## src/rtl/bank_tracker_pkg.sv

```systemverilog
package bank_tracker_pkg;
  localparam int BA_W      = 2;
  localparam int NUM_BANKS = 1 << BA_W;
  localparam int ROW_W     = 13;
  localparam int CNT_W     = 3;

  typedef enum logic [2:0] {
    CMD_NOP = 3'd0,
    CMD_ACT = 3'd1,
    CMD_RD  = 3'd2,
    CMD_WR  = 3'd3,
    CMD_PRE = 3'd4,
    CMD_REF = 3'd5,
    CMD_MRS = 3'd6
  } cmd_e;

  typedef enum logic [1:0] {
    PWR_RUN    = 2'd0,
    PWR_IDLEPD = 2'd1,
    PWR_ACTPD  = 2'd2
  } pwr_e;

  typedef struct packed {
    logic            act;
    logic            rw;
    logic            autoPre;
    logic            preOne;
    logic            preAll;
    logic [BA_W-1:0] bank;
  } strobe_t;
endpackage

```

## src/rtl/bank_ctrl.sv

```systemverilog
module bank_ctrl
  import bank_tracker_pkg::*;
#(
  parameter int AP_BIT = 10
) (
  input  logic                 clk,
  input  logic                 rstN,
  input  logic                 csN,
  input  logic                 cke,
  input  logic [2:0]           cmd,
  input  logic [BA_W-1:0]      bankAddr,
  input  logic [ROW_W-1:0]     addr,
  input  logic [NUM_BANKS-1:0] bankOpen,
  output strobe_t              stb,
  output logic [CNT_W-1:0]     halfBurst,
  output logic [1:0]           pwrState,
  output logic                 errFlag
);
  logic             valid;
  logic             selOpen;
  logic             isRw;
  logic             errNow;
  logic [CNT_W-1:0] burstCnt;
  pwr_e             pwrQ;

  assign valid   = !csN && cke;
  assign selOpen = bankOpen[bankAddr];
  assign isRw    = (cmd == CMD_RD) || (cmd == CMD_WR);

  always_comb begin
    stb         = '0;
    stb.bank    = bankAddr;
    stb.autoPre = addr[AP_BIT];
    stb.act     = valid && (cmd == CMD_ACT) && !selOpen;
    stb.rw      = valid && isRw && selOpen;
    stb.preOne  = valid && (cmd == CMD_PRE) && !addr[AP_BIT];
    stb.preAll  = valid && (cmd == CMD_PRE) && addr[AP_BIT];
  end

  always_comb begin
    errNow = 1'b0;
    if (valid) begin
      if ((cmd == CMD_ACT) && selOpen) errNow = 1'b1;
      if (isRw && !selOpen)            errNow = 1'b1;
      if ((cmd == CMD_REF) && (|bankOpen)) errNow = 1'b1;
    end
    if (!cke && (burstCnt != '0)) errNow = 1'b1;
  end

  always_ff @(posedge clk) begin
    if (!rstN) begin
      errFlag   <= 1'b0;
      burstCnt  <= '0;
      halfBurst <= CNT_W'(4);
      pwrQ      <= PWR_RUN;
    end else begin
      errFlag <= errFlag | errNow;
      if (stb.rw) burstCnt <= halfBurst;
      else if (burstCnt != '0) burstCnt <= burstCnt - 1'b1;
      if (valid && (cmd == CMD_MRS) && (bankAddr == '0)) begin
        case (addr[2:0])
          3'd1:    halfBurst <= CNT_W'(1);
          3'd2:    halfBurst <= CNT_W'(2);
          3'd3:    halfBurst <= CNT_W'(4);
          default: halfBurst <= halfBurst;
        endcase
      end
      if (cke) pwrQ <= PWR_RUN;
      else if (pwrQ == PWR_RUN) pwrQ <= (|bankOpen) ? PWR_ACTPD : PWR_IDLEPD;
    end
  end

  assign pwrState = pwrQ;
endmodule

```

## src/rtl/bank_dpath.sv

```systemverilog
module bank_dpath
  import bank_tracker_pkg::*;
(
  input  logic                       clk,
  input  logic                       rstN,
  input  strobe_t                    stb,
  input  logic [ROW_W-1:0]           addr,
  input  logic [CNT_W-1:0]           halfBurst,
  output logic [NUM_BANKS-1:0]       bankOpen,
  output logic [NUM_BANKS*ROW_W-1:0] openRows
);
  for (genvar b = 0; b < NUM_BANKS; b++) begin : g_bank
    logic             openQ;
    logic [ROW_W-1:0] rowQ;
    logic [CNT_W-1:0] apCnt;
    logic             hit;

    assign hit = (stb.bank == BA_W'(b));

    always_ff @(posedge clk) begin
      if (!rstN) begin
        openQ <= 1'b0;
        rowQ  <= '0;
        apCnt <= '0;
      end else if (stb.preAll || (stb.preOne && hit)) begin
        openQ <= 1'b0;
        apCnt <= '0;
      end else if (stb.act && hit) begin
        openQ <= 1'b1;
        rowQ  <= addr;
      end else if (stb.rw && hit && stb.autoPre) begin
        apCnt <= halfBurst;
      end else if (apCnt == CNT_W'(1)) begin
        openQ <= 1'b0;
        apCnt <= '0;
      end else if (apCnt != '0) begin
        apCnt <= apCnt - 1'b1;
      end
    end

    assign bankOpen[b]                 = openQ;
    assign openRows[b*ROW_W +: ROW_W]  = rowQ;
  end
endmodule

```

## src/rtl/bank_tracker.sv

```systemverilog
module bank_tracker
  import bank_tracker_pkg::*;
#(
  parameter int AP_BIT = 10
) (
  input  logic                       clk,
  input  logic                       rstN,
  input  logic                       csN,
  input  logic                       cke,
  input  logic [2:0]                 cmd,
  input  logic [BA_W-1:0]            bankAddr,
  input  logic [ROW_W-1:0]           addr,
  output logic [NUM_BANKS-1:0]       bankOpen,
  output logic [NUM_BANKS*ROW_W-1:0] openRows,
  output logic [1:0]                 pwrState,
  output logic                       errFlag
);
  strobe_t          stb;
  logic [CNT_W-1:0] halfBurst;

  bank_ctrl #(.AP_BIT(AP_BIT)) ctrl_i (
    .clk(clk), .rstN(rstN), .csN(csN), .cke(cke), .cmd(cmd),
    .bankAddr(bankAddr), .addr(addr), .bankOpen(bankOpen),
    .stb(stb), .halfBurst(halfBurst), .pwrState(pwrState), .errFlag(errFlag)
  );

  bank_dpath dpath_i (
    .clk(clk), .rstN(rstN), .stb(stb), .addr(addr), .halfBurst(halfBurst),
    .bankOpen(bankOpen), .openRows(openRows)
  );
endmodule

```

## config.mk

```make
export PLATFORM = sky130hd
export DESIGN_NAME = bank_tracker
export DESIGN_NICKNAME = d
export VERILOG_FILES = /design/src/rtl/bank_tracker_pkg.sv /design/src/rtl/bank_ctrl.sv /design/src/rtl/bank_dpath.sv /design/src/rtl/bank_tracker.sv
export SDC_FILE = /design/constraint.sdc
export NUM_CORES = 1
export LEC_CHECK = 0
export ABC_CLOCK_PERIOD_IN_PS = 6500
export BUFFER_PORTS_ARGS = -buffer_cell sky130_fd_sc_hd__buf_2
export CAP_MARGIN = 20
export CORE_MARGIN = 2
export CORE_UTILIZATION = 35
export CTS_BUF_LIST = sky130_fd_sc_hd__clkbuf_8
export DETAILED_ROUTE_END_ITERATION = 6
export SLEW_MARGIN = 20
export SYNTH_ARGS = -nofsm -noshare
export SYNTH_HDL_FRONTEND = slang
export SYNTH_HIERARCHICAL = 1
export SYNTH_SLANG_ARGS = --single-unit
```

## constraint.sdc

```tcl
create_clock -name clk -period 6.5 [get_ports clk]
set_input_delay 0.325 -clock clk [delete_from_list [all_inputs] [get_ports clk]]
set_output_delay 0.325 -clock clk [all_outputs]
set_load 0.1 [all_outputs]
```

# Word level (Yosys, flattened, before mapping)
# Index checks and enable logic that the tools add are counted.
# totals
output_inout_bits,59
register_bits,77
elab_cells,162
input_bits,22
# classes
n_lt_le_gt_ge,1
reduce_logical,75
bitwise,10
addsub,5
muxes,35
n_eq_ne,20
# op_table
op,count
$mux W3,14
$logic_and A1 B1 Y1,30
$reduce_bool A3 Y1,10
$reduce_and A2 Y1,13
$eq A3 B1 Y1 const B,6
$mux W1,18
$sub A3 B1 Y3 const B,5
$eq A3 B2 Y1 const B,4
$reduce_bool A2 Y1,5
$reduce_or A2 Y1,5
$eq A3 B3 Y1 const B,3
$not A1 Y1,9
$pmux W3 S3,1
$ne A2 B1 Y1 const B,4
$logic_or A1 B1 Y1,5
$eq A2 B2 Y1 const B,2
$logic_not A1 Y1,4
$logic_not A2 Y1,2
$reduce_or A4 Y1,1
$lt A2 B3 Y1 const B,1
$bmux W1 S2,1
$eq A2 B1 Y1 const B,1
$mux W2,1
$or A1 B1 Y1,1

# Longest topological paths before layout
# Gate-level depths: netlist of run 1.
# depth
word_depth,9
depth_mapped,10
mapped_depth_nobuf,7

# Hierarchy
# Netlist of run 1, hierarchy kept.
# by_module_without_submodules
module,area_per_inst_um2,seq_area_each_um2,cells_each,instances
bank_dpath,3269.4,1361.3,380,1
bank_ctrl,606.8,180.2,66,1

# Least setup slack after synthesis of run 1
# Ideal clock, no wire load.
# synth_path
path_kind,register -> register
from,reg dpath_i.g_bank[3].openQ
to,reg dpath_i.g_bank[0].rowQ[0]
arrival_ns,2.332
setup_ns,0.119
synth_period_minus_slack_ns,2.450
required_time_ns,6.381
stages_incl_launch_ff,11
slack_ns,4.050
cell_sequence,dfxtp_1 buf_4 mux4_2 nor4_1 buf_6 nor3b_4 buf_6 nand2_2 buf_2 nand2_1 a21boi_1
# synth_rtl
element,line,rtl
"start, declared",bank_dpath.sv:13,logic openQ;
"start signal, assigned",bank_dpath.sv:22,openQ <= 1'b0;
"start signal, assigned",bank_dpath.sv:26,openQ <= 1'b0;
"start signal, assigned",bank_dpath.sv:29,openQ <= 1'b1;
"end signal, assigned",bank_dpath.sv:30,rowQ <= addr;
"end, declared",bank_dpath.sv:14,logic [ROW_W-1:0] rowQ;

==> impl_metrics.py, run 1 <==
metrics = {
    "power": {
        "powerDensity_mw_per_mm2": 297,
        "p_total_uw": 1330,
        "vdd_ir_drop_max_mv": 0.156,
        "p_leak_uw": 0.00186,
    },
    "cells_and_area": {
        "diodes": 0,
        "num-nets-final": 546,
        "multi_input_area_mm2": 0.00205,
        "final-seq-area_mm2": 0.00154,
        "nFillCells": 1084,
        "design_area_mm2": 0.00447,
        "drive_above_1_share": 0.233,
        "area_delta_synth_final_pct": 15.4,
    },
    "placed_design": {
        "gp_congestion": 0.778,
        "dpl.hpwl_um": 7060,
        "place_area_mm2": 0.00427,
        "port_buffers": 80,
    },
    "critical_path": {
        "worstSetupPathType": "reg2reg",
        "crit_path_max_incr_delay_ns": 0.52,
        "cpMaxStageDelayCell": "mux4_2",
        "cp_max_fo": 24,
        "cpLargestDelayFamily": "simple AND/OR/NAND/NOR gates",
        "end_kind": "flop",
        "crit_top_cell": "nand2_1",
        "cp.arrival_ns": 3.05,
        "crit_path_start_kind": "flop",
        "worstPathCellList": "mux4_2 > nor4_1 > buf_4 > nor3b_4 > buf_6 > nand2_1 > nand2_1 > a21boi_0",
        "cp.required_ns": 6.74,
        "crit_buf_inv": 2,
    },
    "yosys": {
        "synth_xor_area_frac": 0.00226,
        "synth_top_family_by_area": "simple AND/OR/NAND/NOR gates",
        "synth_common_cells": "nand2_1 (95), dfxtp_1 (77), a21boi_1 (40)",
        "synth_top_cell_by_area": "dfxtp_1",
        "synth-compound-area-share": 0.193,
        "synthAdderAreaFrac": 0.0452,
        "yosysTopAreaCellShare": 0.398,
        "synth_seq_cells": 77,
        "ys_types": 52,
        "synthArstFlopShare": 0,
        "synthTopCellsByArea": "dfxtp_1 (40%), nand2_1 (9.2%), a21boi_1 (7.7%), nand3_1 (4.6%), ha_1 (4.5%)",
        "synth.cell_area_mm2": 0.00388,
        "synth_most_common_cell": "nand2_1",
        "ys.flop_type": "dfxtp_1",
        "synth_mux_area_frac": 0.0213,
        "avgSynthCellArea_um2": 8.69,
        "syn-num-nets": 482,
        "yosys.area_share.simple": 0.268,
        "synth-edff-count": 0,
        "postSynthCellCount": 446,
        "yosysWarnings": 6,
        "seq_area_frac_synth": 0.398,
    },
    "min_path": {
        "hp-class": "in2reg",
    },
    "sta": {
        "skew_ns": 0.00938,
        "slew_viol_final": 0,
        "fmax_mhz": 356,
        "setup_viol": 0,
        "setup-tns-final_ns": 0,
        "worst_pin_slew_ns": 0.860,
        "min_period_over_period": 0.432,
        "rsz0062_at_grt": "no",
        "finalHoldViolCount": 0,
        "finalCriticalPeriod_ns": 2.81,
        "relSlewSlack": 0.426,
    },
    "drt": {
        "first_iter_violations": 205,
        "ant_nets": 0,
        "dr.pass1.iters": 4,
        "drt_drc_violations_left": 0,
        "vias": 3350,
        "wl_per_cell_um": 15.0,
        "totalWireLength_um": 9810,
        "vias_per_cell": 5.11,
    },
    "cts": {
        "clock_sinks": 77,
        "cts_setup_buffers": 0,
        "path_clk_slew_ns": 0.08,
        "clock_latency_ns": 0.36,
        "ctsLongestPathBuffers": 2,
        "root_buffer": "clkbuf_8",
        "htreeDepth": 3,
        "cts_buffers": 9,
        "cts_tree": "built",
        "cts_hold_buffers": 0,
        "ctsResizeCount": 0,
    },
    "global_routing": {
        "grt_util_all_layers": 0.168,
        "grt_pass1_wl_um": 15400,
        "grt_antenna_before_repair": 0,
        "grt-ovfl-total": 0,
        "grt_max_degree": 59,
        "grt_pass1_vias": 3143,
    },
    "floorplanning": {
        "initial_utilization": 0.358,
        "die-area_mm2": 0.0119,
        "rows": 38,
        "num_io_pins": 81,
        "coreArea_mm2": 0.0108,
        "die_x_um": 109,
        "die_height_um": 109,
    },
    "flow_run": {
        "drv_cap": 0,
    },
    "run_status": {
        "status": "finished clean",
    },
}
[layout make-up]
type	count	share of cell area
flip-flops and latches	77	0.345
inverters	19	0.0159
well taps	140	0.0392
clock buffers	9	0.0277
multi-input cells	319	0.459
clock inverters	7	0.0162
repair buffers	84	0.0971
[power by group]
group | internal, µW | total (µW) | switching [µW]
registers | 516 | 543 | 26.7
logic | 193 | 421 | 228
clock network | 179 | 366 | 187
total | 888 | 1330 | 442
[registers in the layout, indices dropped and copies added (netlist names)]
signal / cells
dpath_i/g_bank.apCnt: 12
ctrl_i/halfBurst: 3
dpath_i/g_bank.rowQ: 52
dpath_i/g_bank.openQ: 4
ctrl_i/pwrState: 2
ctrl_i/errFlag: 1
ctrl_i/burstCnt: 3
[worst register-to-register path, delay by kind of cell (launching register included)]
kind            cells  cell delay (ns)
compound gates      1             0.09
buf+inv             2             0.51
mux                 1             0.52
flops               1             0.39
simple gates        4             1.20
[layout by cell type (no fill, tap or decap), drive strengths merged, types with 3 or more instances in the layout]
master  netlist  layout
nand2        97      97
buf          24      84
dfxtp        77      77
a21boi       52      52
nand3        36      36
inv          19      21
ha           14      14
a21oi        13      13
nor2         13      13
nand2b       12      12
nor3         10      10
clkbuf        7       9
o21ai         9       9
mux2i         6       6
nand3b        5       5
and3          5       5
nor2b         4       4
a211oi        4       4
a311oi        4       4
o211a         4       4
nand4b        4       4
a21o          3       3
a32oi         3       3
[cell families after synthesis]
logic type / Yosys count
flops: 77
buf+inv: 50
fa+ha+maj: 14
simple gates: 199
compound gates: 98
xor+xnor: 1
mux: 7
[worst paths after layout]
path                                            startpoint                          to  slack [ns]  cells past startpoint
worst min register to register  dpath_i/g_bank[1].rowQ[11]  dpath_i/g_bank[1].rowQ[11]        0.45                      2
worst min-delay path                              addr[11]  dpath_i/g_bank[0].rowQ[11]        0.25                      3
worst max-delay path               dpath_i/g_bank[1].openQ  dpath_i/g_bank[1].rowQ[12]        3.69                      8
worst max register to register     dpath_i/g_bank[1].openQ  dpath_i/g_bank[1].rowQ[12]        3.69                      8
[layer usage]
layer  up-vias  global-route usage  wire (µm)
met5         -                   0          0
met4         0              0.0660        192
met3        13              0.0442        574
met2        94               0.258       4440
met1      1572               0.223       4610
li1       1671                   -          -
[through the flow]
stage           util  worst slack, ns  instances  hold WS, ns
2_1_floorplan      -             4.05        446        0.404
3_3_place_gp   0.393             2.83        638        0.440
3_5_place_dp   0.393             2.74        638        0.442
4_1_cts        0.412             3.06        654        0.229
5_1_grt        0.413             3.43        655        0.235
6_report       0.413             3.69        655        0.248
Note: power is estimated with default switching activity, not from simulation.
==> run 2, diff against run 1 <==
Settings changed: ABC_CLOCK_PERIOD_IN_PS 6500 to 2500.
Clock period 6.5 ns to 2.5 ns, I/O delays scaled along.
==> impl_metrics.py, run 2 (synthesis results as in run 1) <==
metrics = {
    "sta": {
        "setup_viol": 0,
        "rsz0062_at_grt": "no",
        "slew_viol_final": 0,
        "finalCriticalPeriod_ns": 2.27,
        "fin_ws_ns": 0.230,
        "fmax_mhz": 441,
        "worst_pin_slew_ns": 0.646,
        "relSlewSlack": 0.568,
        "min_period_over_period": 0.908,
        "setup-tns-final_ns": 0,
        "finalHoldViolCount": 0,
        "skew_ns": 0.00982,
    },
    "cells_and_area": {
        "top_register": "dpath_i/g_bank.rowQ",
        "final_common_cell": "nand2_1",
        "largest_reg_flops": 52,
        "final_cell_mix": "nand2_1 (94), buf_2 (80), dfxtp_1 (77), a21boi_1 (40), nand3_1 (36)",
        "reg_top3": "dpath_i/g_bank.rowQ (52), dpath_i/g_bank.apCnt (12), dpath_i/g_bank.openQ (4)",
        "stdcell_count": 666,
        "area_delta_synth_final_pct": 17.6,
        "design_area_mm2": 0.00456,
        "drive_above_1_share": 0.253,
        "diodes": 0,
        "num-nets-final": 557,
    },
    "floorplanning": {
        "initial_utilization": 0.358,
        "num_io_pins": 81,
        "coreArea_mm2": 0.0108,
        "die_height_um": 109,
        "die_x_um": 109,
        "rows": 38,
        "die-area_mm2": 0.0119,
    },
    "power": {
        "p_seq_frac": 0.415,
        "power_switching_uw": 1170,
        "internal-power_uw": 2220,
        "p_clk_frac": 0.264,
        "pwr-share-comb": 0.321,
        "p_leak_uw": 0.00191,
        "vdd_ir_drop_max_mv": 0.280,
        "powerDensity_mw_per_mm2": 745,
        "swShare": 0.345,
    },
    "critical_path": {
        "crit_path_start_kind": "flop",
        "cp.required_ns": 2.78,
        "cp.arrival_ns": 2.55,
        "r2r-start": "dpath_i/g_bank[3].openQ",
        "end_kind": "flop",
        "crit_start": "dpath_i/g_bank[3].openQ",
        "worstSetupPathType": "reg2reg",
        "cp_max_fo": 13,
    },
    "cts": {
        "ctsLongestPathBuffers": 2,
        "cts_buffers": 9,
        "htreeDepth": 3,
        "cts_hold_buffers": 0,
        "root_buffer": "clkbuf_8",
        "cts_tree": "built",
        "clock_sinks": 77,
        "path_clk_slew_ns": 0.10,
        "clock_latency_ns": 0.36,
    },
    "flow_run": {
        "drv_cap": 0,
    },
    "global_routing": {
        "grt_max_degree": 57,
        "grt_antenna_before_repair": 0,
        "grt_util_all_layers": 0.173,
        "grt_pass1_vias": 3129,
        "grt-ovfl-total": 0,
        "grt_pass1_wl_um": 15800,
    },
    "placed_design": {
        "place_area_mm2": 0.00435,
        "port_buffers": 80,
        "dpl.hpwl_um": 7210,
        "post-place-ws_ns": 0.0559,
        "gp_congestion": 0.759,
        "dp_cells": 649,
    },
    "drt": {
        "ant_nets": 0,
        "first_iter_violations": 227,
        "vias_per_cell": 5.04,
        "drt_drc_violations_left": 0,
        "totalWireLength_um": 9980,
        "wl_per_cell_um": 15.0,
        "vias": 3358,
        "dr.pass1.iters": 4,
    },
    "min_path": {
        "hp-class": "in2reg",
        "hp-start": "addr[8]",
    },
    "run_status": {
        "status": "finished clean",
    },
}
run 2: changes by cell type in the layout (fill, tap and decap cells not counted), sizes merged:
cell	previous run	this run
bufinv	1	0
inv	21	22
clkinvlp	2	1
buf	84	95
clkinv	2	3
run 2: power by group through the flow:
stage	clock network [µW]	logic, µW	registers, µW
6_report	896	1090	1410
5_1_grt	978	1220	1430
4_1_cts	926	1100	1410
3_5_place_dp	0	1090	1440
3_3_place_gp	0	1040	1430
2_1_floorplan	0	823	1490
run 2: worst max-delay path: stages (launching register included):
cell      delay (ns)
dfxtp_1         0.32
mux4_2          0.52
nor4_2          0.40
nor3b_4         0.29
buf_12          0.15
and3_4          0.28
nand2_1         0.08
a21boi_0        0.15
run 2: repair_timing:
| action | 4_1_cts | 5_1_grt |
|---|---|---|
| gates resized for setup | 0 | 2 |
| endpoints found under the setup margin | 0 | 51 |
| buffers inserted | 0 | 1 |
run 2: final timing paths:
| check | to | slack, ns | depth (start not counted) |
|---|---|---|---|
| worst max-delay path | dpath_i/g_bank[3].rowQ[5] | 0.23 | 7 |
| worst min-delay path | dpath_i/g_bank[0].rowQ[8] | 0.04 | 3 |
| worst max register to register | dpath_i/g_bank[3].rowQ[5] | 0.23 | 7 |
| worst min register to register | dpath_i/g_bank[3].rowQ[3] | 0.45 | 2 |
run 2: metrics by stage:
| step | utilization | hold slack (ns) | total power, µW |
|---|---|---|---|
| finish | 0.421 | 0.0422 | 3400 |
| detailed placement | 0.401 | 0.408 | 2530 |
| global route | 0.421 | 0.0261 | 3620 |
| CTS | 0.418 | 0.0226 | 3430 |
| floorplan | - | 0.204 | 2320 |
| global placement | 0.401 | 0.404 | 2480 |
run 2: layer usage:
| layer | wire, µm | share of wire | up-vias | GRT usage |
|---|---|---|---|---|
| met5 | 0 | 0 | - | 0 |
| met4 | 54 | 0.0054 | 0 | 0.0524 |
| met3 | 484 | 0.048 | 2 | 0.0359 |
| met2 | 4570 | 0.46 | 72 | 0.268 |
| met1 | 4870 | 0.49 | 1598 | 0.240 |
| li1 | - | - | 1686 | - |
run 2: final cells by class:
cell class              count  area (µm²)
repair buffers             95         526
inverters                  19        71.3
clock inverters             7        58.8
fillers                  1085        6280
clock buffers               9         124
well taps                 140         175
flip-flops and latches     77        1540
multi-input cells         319        2060
